<file path="config.mk">
export PLATFORM = sky130hd
export DESIGN_NAME = wdt_once_top
export DESIGN_NICKNAME = d
export VERILOG_FILES = /design/src/rtl/wdt_once_pkg.sv /design/src/rtl/wdt_cfg_lock.sv /design/src/rtl/wdt_tick_gen.sv /design/src/rtl/wdt_countdown.sv /design/src/rtl/wdt_once_top.sv
export SDC_FILE = /design/constraint.sdc
export NUM_CORES = 1
export LEC_CHECK = 0
export BUFFER_PORTS_ARGS = -buffer_cell sky130_fd_sc_hd__buf_2
export CELL_PAD_IN_SITES_DETAIL_PLACEMENT = 1
export CELL_PAD_IN_SITES_GLOBAL_PLACEMENT = 1
export CORE_MARGIN = 2
export CORE_UTILIZATION = 41
export DETAILED_ROUTE_END_ITERATION = 7
export PLACE_DENSITY = 0.86
export SLEW_MARGIN = 20
export SYNTH_ARGS = -nofsm -noshare
export SYNTH_HDL_FRONTEND = slang
export SYNTH_SLANG_ARGS = --single-unit
</file>
<file path="constraint.sdc">
create_clock -name clk -period 3 [get_ports clk]
set_clock_uncertainty 0.1 [all_clocks]
set_input_delay 0.6 -clock clk [delete_from_list [all_inputs] [get_ports clk]]
set_output_delay 0.6 -clock clk [all_outputs]
set_load 0.02 [all_outputs]
</file>
<file path="src/rtl/wdt_once_pkg.sv">
package wdt_once_pkg;
  localparam int RLD_W = 12;
  localparam logic [1:0] ACT_IRQ = 2'd2;

  typedef struct packed {
    logic [1:0]       act;
    logic             run_en;
    logic             slow;
    logic [RLD_W-1:0] reload;
  } wdt_cfg_t;

  function automatic wdt_cfg_t decode_cfg(input logic [31:0] d);
    wdt_cfg_t c;
    c.reload = d[RLD_W-1:0];
    c.slow   = d[12];
    c.run_en = d[13];
    c.act    = d[15:14];
    return c;
  endfunction

  function automatic logic [31:0] pack_readback(input wdt_cfg_t c, input logic locked);
    return {15'd0, locked, c.act, c.run_en, c.slow, c.reload};
  endfunction

  function automatic logic action_is_irq(input logic [1:0] act);
    return act == ACT_IRQ;
  endfunction

  // Returns {expire, next count}; a count of 0 or 1 runs out on this step.
  function automatic logic [RLD_W:0] step_count(input logic [RLD_W-1:0] c);
    if (c <= 1) return {1'b1, {RLD_W{1'b0}}};
    return {1'b0, c - 1'b1};
  endfunction
endpackage

</file>
<file path="src/rtl/wdt_cfg_lock.sv">
module wdt_cfg_lock
  import wdt_once_pkg::*;
(
  input  logic        clk,
  input  logic        rst_n,
  input  logic        wr_en,
  input  logic [31:0] wr_data,
  output wdt_cfg_t    cfg_q,
  output logic        locked_q,
  output logic        first_wr
);
  assign first_wr = wr_en && !locked_q;

  always_ff @(posedge clk) begin
    if (!rst_n) begin
      cfg_q    <= '0;
      locked_q <= 1'b0;
    end else if (first_wr) begin
      cfg_q    <= decode_cfg(wr_data);
      locked_q <= 1'b1;
    end
  end

  assert_lock_sticky_R3: assert property (@(posedge clk) disable iff (!rst_n)
    locked_q |=> locked_q);
  assert_cfg_frozen_R3: assert property (@(posedge clk) disable iff (!rst_n)
    locked_q |=> $stable(cfg_q));
endmodule

</file>
<file path="src/rtl/wdt_tick_gen.sv">
module wdt_tick_gen #(
  parameter int PRESC_DIV = 16384
) (
  input  logic clk,
  input  logic rst_n,
  input  logic restart,
  input  logic slow,
  output logic tick
);
  localparam int PW = (PRESC_DIV > 1) ? $clog2(PRESC_DIV) : 1;
  localparam logic [PW-1:0] PLAST = PW'(PRESC_DIV - 1);

  logic          half_q;
  logic [PW-1:0] pcnt_q;
  logic          pwrap;

  assign pwrap = (pcnt_q == PLAST);
  assign tick  = half_q && (!slow || pwrap);

  always_ff @(posedge clk) begin
    if (!rst_n || restart) begin
      half_q <= 1'b0;
      pcnt_q <= '0;
    end else begin
      half_q <= !half_q;
      if (half_q && slow) pcnt_q <= pwrap ? '0 : pcnt_q + 1'b1;
    end
  end

  assert_tick_spacing_R4: assert property (@(posedge clk) disable iff (!rst_n)
    tick |=> !tick);
endmodule

</file>
<file path="src/rtl/wdt_countdown.sv">
module wdt_countdown
  import wdt_once_pkg::*;
(
  input  logic             clk,
  input  logic             rst_n,
  input  logic             run,
  input  logic             load,
  input  logic             tick,
  input  logic [RLD_W-1:0] reload,
  output logic             expired_q
);
  logic [RLD_W-1:0] cnt_q;
  logic [RLD_W:0]   nxt;

  assign nxt = step_count(cnt_q);

  always_ff @(posedge clk) begin
    if (!rst_n) begin
      cnt_q     <= '0;
      expired_q <= 1'b0;
    end else if (!expired_q) begin
      if (load) cnt_q <= reload;
      else if (run && tick) begin
        cnt_q     <= nxt[RLD_W-1:0];
        expired_q <= nxt[RLD_W];
      end
    end
  end

  assert_expiry_held_R8: assert property (@(posedge clk) disable iff (!rst_n)
    expired_q |=> expired_q);
  assert_restart_loads_R6: assert property (@(posedge clk) disable iff (!rst_n)
    (load && !expired_q) |=> (cnt_q == $past(reload)) && !expired_q);
  assert_idle_never_fires_R9: assert property (@(posedge clk) disable iff (!rst_n)
    (!run && !expired_q) |=> !expired_q);
endmodule

</file>
<file path="src/rtl/wdt_once_top.sv">
module wdt_once_top
  import wdt_once_pkg::*;
#(
  parameter int PRESC_DIV = 16384
) (
  input  logic        clk,
  input  logic        rst_n,
  input  logic        wr_en,
  input  logic [31:0] wr_data,
  output logic [31:0] rd_data,
  output logic        irq,
  output logic        rst_req
);
  wdt_cfg_t cfg_q;
  logic     locked_q, first_wr, run, load, tick, expired_q;
  logic     start_now;

  wdt_cfg_lock u_cfg (
    .clk(clk), .rst_n(rst_n), .wr_en(wr_en), .wr_data(wr_data),
    .cfg_q(cfg_q), .locked_q(locked_q), .first_wr(first_wr)
  );

  // A start comes from the first write with enable, or any later write once running.
  assign run       = locked_q && cfg_q.run_en;
  assign start_now = first_wr ? wr_data[13] : run;
  assign load      = wr_en && start_now;

  wdt_tick_gen #(.PRESC_DIV(PRESC_DIV)) u_tick (
    .clk(clk), .rst_n(rst_n), .restart(load),
    .slow(first_wr ? wr_data[12] : cfg_q.slow), .tick(tick)
  );

  wdt_countdown u_cnt (
    .clk(clk), .rst_n(rst_n), .run(run), .load(load), .tick(tick),
    .reload(first_wr ? wr_data[RLD_W-1:0] : cfg_q.reload),
    .expired_q(expired_q)
  );

  assign rd_data = pack_readback(cfg_q, locked_q);
  assign irq     = expired_q && action_is_irq(cfg_q.act);
  assign rst_req = expired_q && !action_is_irq(cfg_q.act);

  assert_one_output_R7: assert property (@(posedge clk) disable iff (!rst_n)
    !(irq && rst_req));
  assert_irq_action_R7: assert property (@(posedge clk) disable iff (!rst_n)
    irq |-> (rd_data[15:14] == 2'd2));
  assert_locked_readback_R2: assert property (@(posedge clk) disable iff (!rst_n)
    (wr_en && !rd_data[16]) |=> rd_data[16]);
endmodule

</file>
Word-level counts from Yosys, hierarchy flattened
Cells that the tools add are included.
- input port bits: 35
- output and inout bits: 34
- word-level logic and storage cells: 44
- flip-flop bits (word level): 45
- reduce and logical (&&, ||, !) cells: 17
- magnitude comparators: 1
- add/subtract/negate cells: 2
- bitwise operators: 1
- mux-type cells: 12
- equal/unequal tests: 2
- operators by type and width (cell ; count):
    two-way mux 12 bit ; 3
    two-way mux 13 bit ; 2
    adder 14 x 1 -> 14 bit (second input constant) ; 1
    equality test 14 bit (second input constant) ; 1
    two-way mux 14 bit ; 1
    <= comparator 12 x 1 -> 1 bit (second input constant) ; 1
    subtractor 12 x 1 -> 12 bit (second input constant) ; 1
    logical AND 1 bit ; 8
    two-way mux 1 bit ; 6
    zero test 1 bit ; 5
    equality test 2 bit (second input constant) ; 1
    logical OR 1 bit ; 2
    AND reduction 2 bit ; 1
    nonzero test 2 bit ; 1
    inverter 1 bit ; 1

Depth between registers and ports, before layout
- depth in word-level cells: 10
- gate-level depth with buffers: 8
- gate-level depth less buffers: 7

Modules after synthesis
From an unflattened synthesis, not the netlist that was laid out.
- cell total of the unflattened synthesis: 312
- area, all modules: 2696.3 sq um
- by module, submodules not included (module ; area each (sq um) ; cells each ; seq. area each (sq um) ; instances):
    wdt_countdown ; 922.1 ; 119 ; 260.2 ; 1
    wdt_tick_gen ; 708.2 ; 81 ; 300.3 ; 1
    wdt_cfg_lock ; 693.2 ; 73 ; 340.3 ; 1
    wdt_once_top ; 372.9 ; 39 ; 0.0 ; 1

Least setup slack after synthesis
No wires, ideal clock.
- path kind: register to register
- start: reg u_cnt.cnt_q[7]
- end: reg u_cnt.cnt_q[1]
- path slack: 1.031 ns
- setup time: 0.122 ns
- data required time: 2.778 ns
- buffers on the path: 2
- arrival time: 1.748 ns
- cell stages (with the launch flop): 7
- period minus slack after synthesis: 1.969 ns
- cells stage by stage: dfxtp_1 > or4_4 > buf_6 > nor4_4 > buf_6 > nor3_2 > o311a_1
- longest elaborated chain between the ends: 5
- ends and longest elaborated chain (element ; RTL line ; source):
    start: declaration ; wdt_countdown.sv:12 ; logic [RLD_W-1:0] cnt_q;
    start signal: assignment ; wdt_countdown.sv:22 ; if (load) cnt_q <= reload;
    start signal: assignment ; wdt_countdown.sv:24 ; cnt_q <= nxt[RLD_W-1:0];
    <= comparator 12 x 1 -> 1 bit ; wdt_once_pkg.sv:31 ; if (c <= 1) return {1'b1, {RLD_W{1'b0}}};
    two-way mux 1 bit ; wdt_once_pkg.sv:31 ;
    two-way mux 13 bit ; wdt_once_pkg.sv:32 ; return {1'b0, c - 1'b1};
    two-way mux 12 bit ; wdt_countdown.sv:23 ; else if (run && tick) begin
    two-way mux 12 bit ; wdt_countdown.sv:22 ;
No other way between the ends. The select of a mux whose other input is x is not followed.
A chain may end at the register's enable or synchronous reset.

Worst setup path after layout
- start: reg u_cnt.cnt_q[0]
- end: reg u_cnt.cnt_q[2]
- longest elaborated chain between the ends: 5
- elaborated cells on any way between the ends: 6
- those cells by class: add/sub: 1; order compare: 1; mux: 4
- ends and longest elaborated chain (element ; RTL line):
    <= comparator 12 x 1 -> 1 bit ; wdt_once_pkg.sv:31
    two-way mux 1 bit ; wdt_once_pkg.sv:31
    two-way mux 13 bit (*) ; wdt_once_pkg.sv:32
    two-way mux 12 bit (*) ; wdt_countdown.sv:23
    two-way mux 12 bit (*) ; wdt_countdown.sv:22
Mark *: on every way between the ends. The rest lies on a longest branch, timed or not. The select of a mux whose other input is x is not followed.

==> results.ini <==
[logic_synthesis]
syn_avg_cell_area_um2 = 8.58
synth_ff_type = dfxtp_1
synth_top_family_by_area = simple AND/OR/NAND/NOR gates
synth_area_leaders = dfxtp_1 (36%), mux2i_1 (6.3%), buf_4 (5.1%), nor2_1 (4.2%), nor2b_1 (3.7%)
ys_ff_latch = 45
yosysMostFrequentCell = dfxtp_1
yosysTopAreaCell = dfxtp_1
synth_compound_area_frac = 0.133
async_flop_share = 0
synth_top_area_frac = 0.357
yosys.area_share.xor_xnor = 0.0382
synth.distinct_cells = 52
syn_area_um2 = 2520
netlist_instances = 294
synthAdderAreaFrac = 0.0149
synth-simple-area-share = 0.286
synthMuxAreaShare = 0.0769
ys_seq_area_frac = 0.357
synth_edf_count = 0
synth_common_cells = dfxtp_1 (45), nor2_1 (28), buf_4 (17)
synth-warning-count = 0

[clocking]
postCtsSetupRepairBufs = 0
hold_buffers = 0
cts_buffers = 5
clk_path_buf_depth = 2
clkLatencyLatePin_ns = 0.30
htreeDepth = 2
clk_pin_slew_ns = 0.09
clock-root-buffer = clkbuf_8
clock-sinks = 45
cts_tree = done
cts.repair.resized = 0

[drt]
via_per_inst = 5.48
drc_errors = 0
num_vias = 2203
wl_per_cell_um = 16.1
drtAntennaViolNets = 0
first_pass_iters = 4
wirelength_um = 6460
drt_iter0_markers = 121

[worst_hold_path]
min_path_cells = 2
hp-class = reg2reg

[pwr]
power_mw = 1.58
ir_drop_mv = 0.265
power.density_nw_per_um2 = 564
power_leakage_nw = 1.15

[timing]
fin_crit_sh = 0.804
max_clock_freq_mhz = 414
grt_setup_unrepaired = no
relSlewSlack = 0.647
finalSetupTns_ns = 0
timing.hold.ws_ns = 0.366
finalSetupViolCount = 0
tightest_slew_ns = 0.528
min_period_ns = 2.41
drv_slew = 0
hold_viol_final = 0

[setup_path]
cp_max_fo = 8
cp.arrival_ns = 2.55
r2r_cells = 8
path_cells = inv_1, ha_1, nor2_1, nor4_4, buf_4, nor4b_1, o21ai_0, a21boi_0
required_ns = 3.13
worst_path_largest_cell_delay_ns = 0.45
startpoint_type = register
cp_slowest_cell = dfxtp_1
cp-end-kind = register
crit_type = reg2reg

[grt]
grt_pass1_wl_um = 10900
gr-total-overflow = 0
grt_pass1_vias = 2181
grt_start_max_net_pins = 37
track_usage = 0.208
antenna_found_initial = 0

[floorplan]
chipWidth_um = 82.4
dieArea_um2 = 6800
rows = 28
fp.dieH_um = 82.4
core_region_area_um2 = 5920
initial_core_util = 0.426
io_pins = 69

[place]
dpl.hpwl_um = 4620
routabilityCongestion = 0.837
portBuffers = 37
place_inst = 394

[layout]
layout-drive-gt1-share = 0.196
fin_cells = 402
final_util = 0.474
antenna_cells = 0
fin_nets = 364
n_fill_cell = 737
syn_to_final_growth_pct = 11.4

[run]
maxCapViolCount = 0

[outcome]
outcome = finished, final reports clean

==> registers in the layout, indices dropped and copies added, names as in the netlist <==
| name | flops |
|---|---|
| u_tick.half_q | 1 |
| u_tick.pcnt_q | 14 |
| u_cfg.locked_q | 1 |
| u_cnt.cnt_q | 12 |
| u_cnt.expired_q | 1 |
| u_cfg.cfg_q | 16 |
==> layout make-up <==
class                   instances  area [µm²]  area share
flip-flops and latches         45         901       0.321
inverters                       7        26.3     0.00935
clock inverters                 1        30.0      0.0107
well taps                      75        93.8      0.0334
repair buffers                 43         230      0.0820
clock buffers                   7        86.3      0.0307
multi-input cells             224        1440       0.513
==> power by group <==
group | switching, mW | internal [mW]
clock | 0.214 | 0.272
combinational | 0.267 | 0.169
sequential | 0.0341 | 0.627
total | 0.515 | 1.07
==> cell usage in the layout (no fill, tap or decap), types with 6 or more instances in the layout <==
cell / synthesis / final
inv_1: 7 / 7
clkbuf_8: 0 / 6
o21ai_0: 15 / 15
nor4_1: 7 / 7
conb_1: 1 / 15
nand4_1: 7 / 7
nor2b_1: 15 / 15
nor2_1: 28 / 28
a21boi_0: 6 / 6
buf_4: 17 / 6
xnor2_1: 8 / 8
buf_2: 3 / 37
nor3_1: 14 / 14
nand2_1: 15 / 15
nand3_1: 10 / 10
mux2i_1: 16 / 16
a21oi_1: 11 / 11
dfxtp_1: 45 / 45
==> final timing paths <==
kind / from / endpoint / slack (ns)
worst max register to register: u_cnt.cnt_q[0] / u_cnt.cnt_q[2] / 0.59
worst min register to register: u_cnt.cnt_q[10] / u_cnt.cnt_q[10] / 0.37
worst min-delay path: u_cnt.cnt_q[10] / u_cnt.cnt_q[10] / 0.37
worst max-delay path: u_cnt.cnt_q[0] / u_cnt.cnt_q[2] / 0.59
==> per-layer routing <==
metal  part of all wire  vias to the layer above  GRT usage
li1                   -                     1075          -
met1               0.45                     1081      0.273
met2               0.50                       38      0.347
met3              0.028                        9     0.0272
met4              0.014                        0     0.0767
met5                  0                        -          0
==> stage by stage <==
stage / worst slack, ns / area [µm²]
2_1_floorplan: 1.03 / 2570
3_3_place_gp: 0.609 / 2690
3_5_place_dp: 0.510 / 2690
4_1_cts: 0.608 / 2810
5_1_grt: 0.431 / 2810
6_report: 0.587 / 2810
==> cells by family after synthesis <==
family,Yosys count
fa+ha+maj,3
buf+inv,39
mux,18
flops,45
compound gates,52
simple gates,125
xor+xnor,11
other cells,1
==> worst max-delay path, delay by kind of cell (launching register included) <==
| kind | cells | cell delay, ns |
|---|---|---|
| fa+ha+maj | 1 | 0.32 |
| compound gates | 2 | 0.29 |
| simple gates | 3 | 0.85 |
| buf+inv | 2 | 0.34 |
| flops | 1 | 0.45 |
Power figures use the tool's default switching activity.
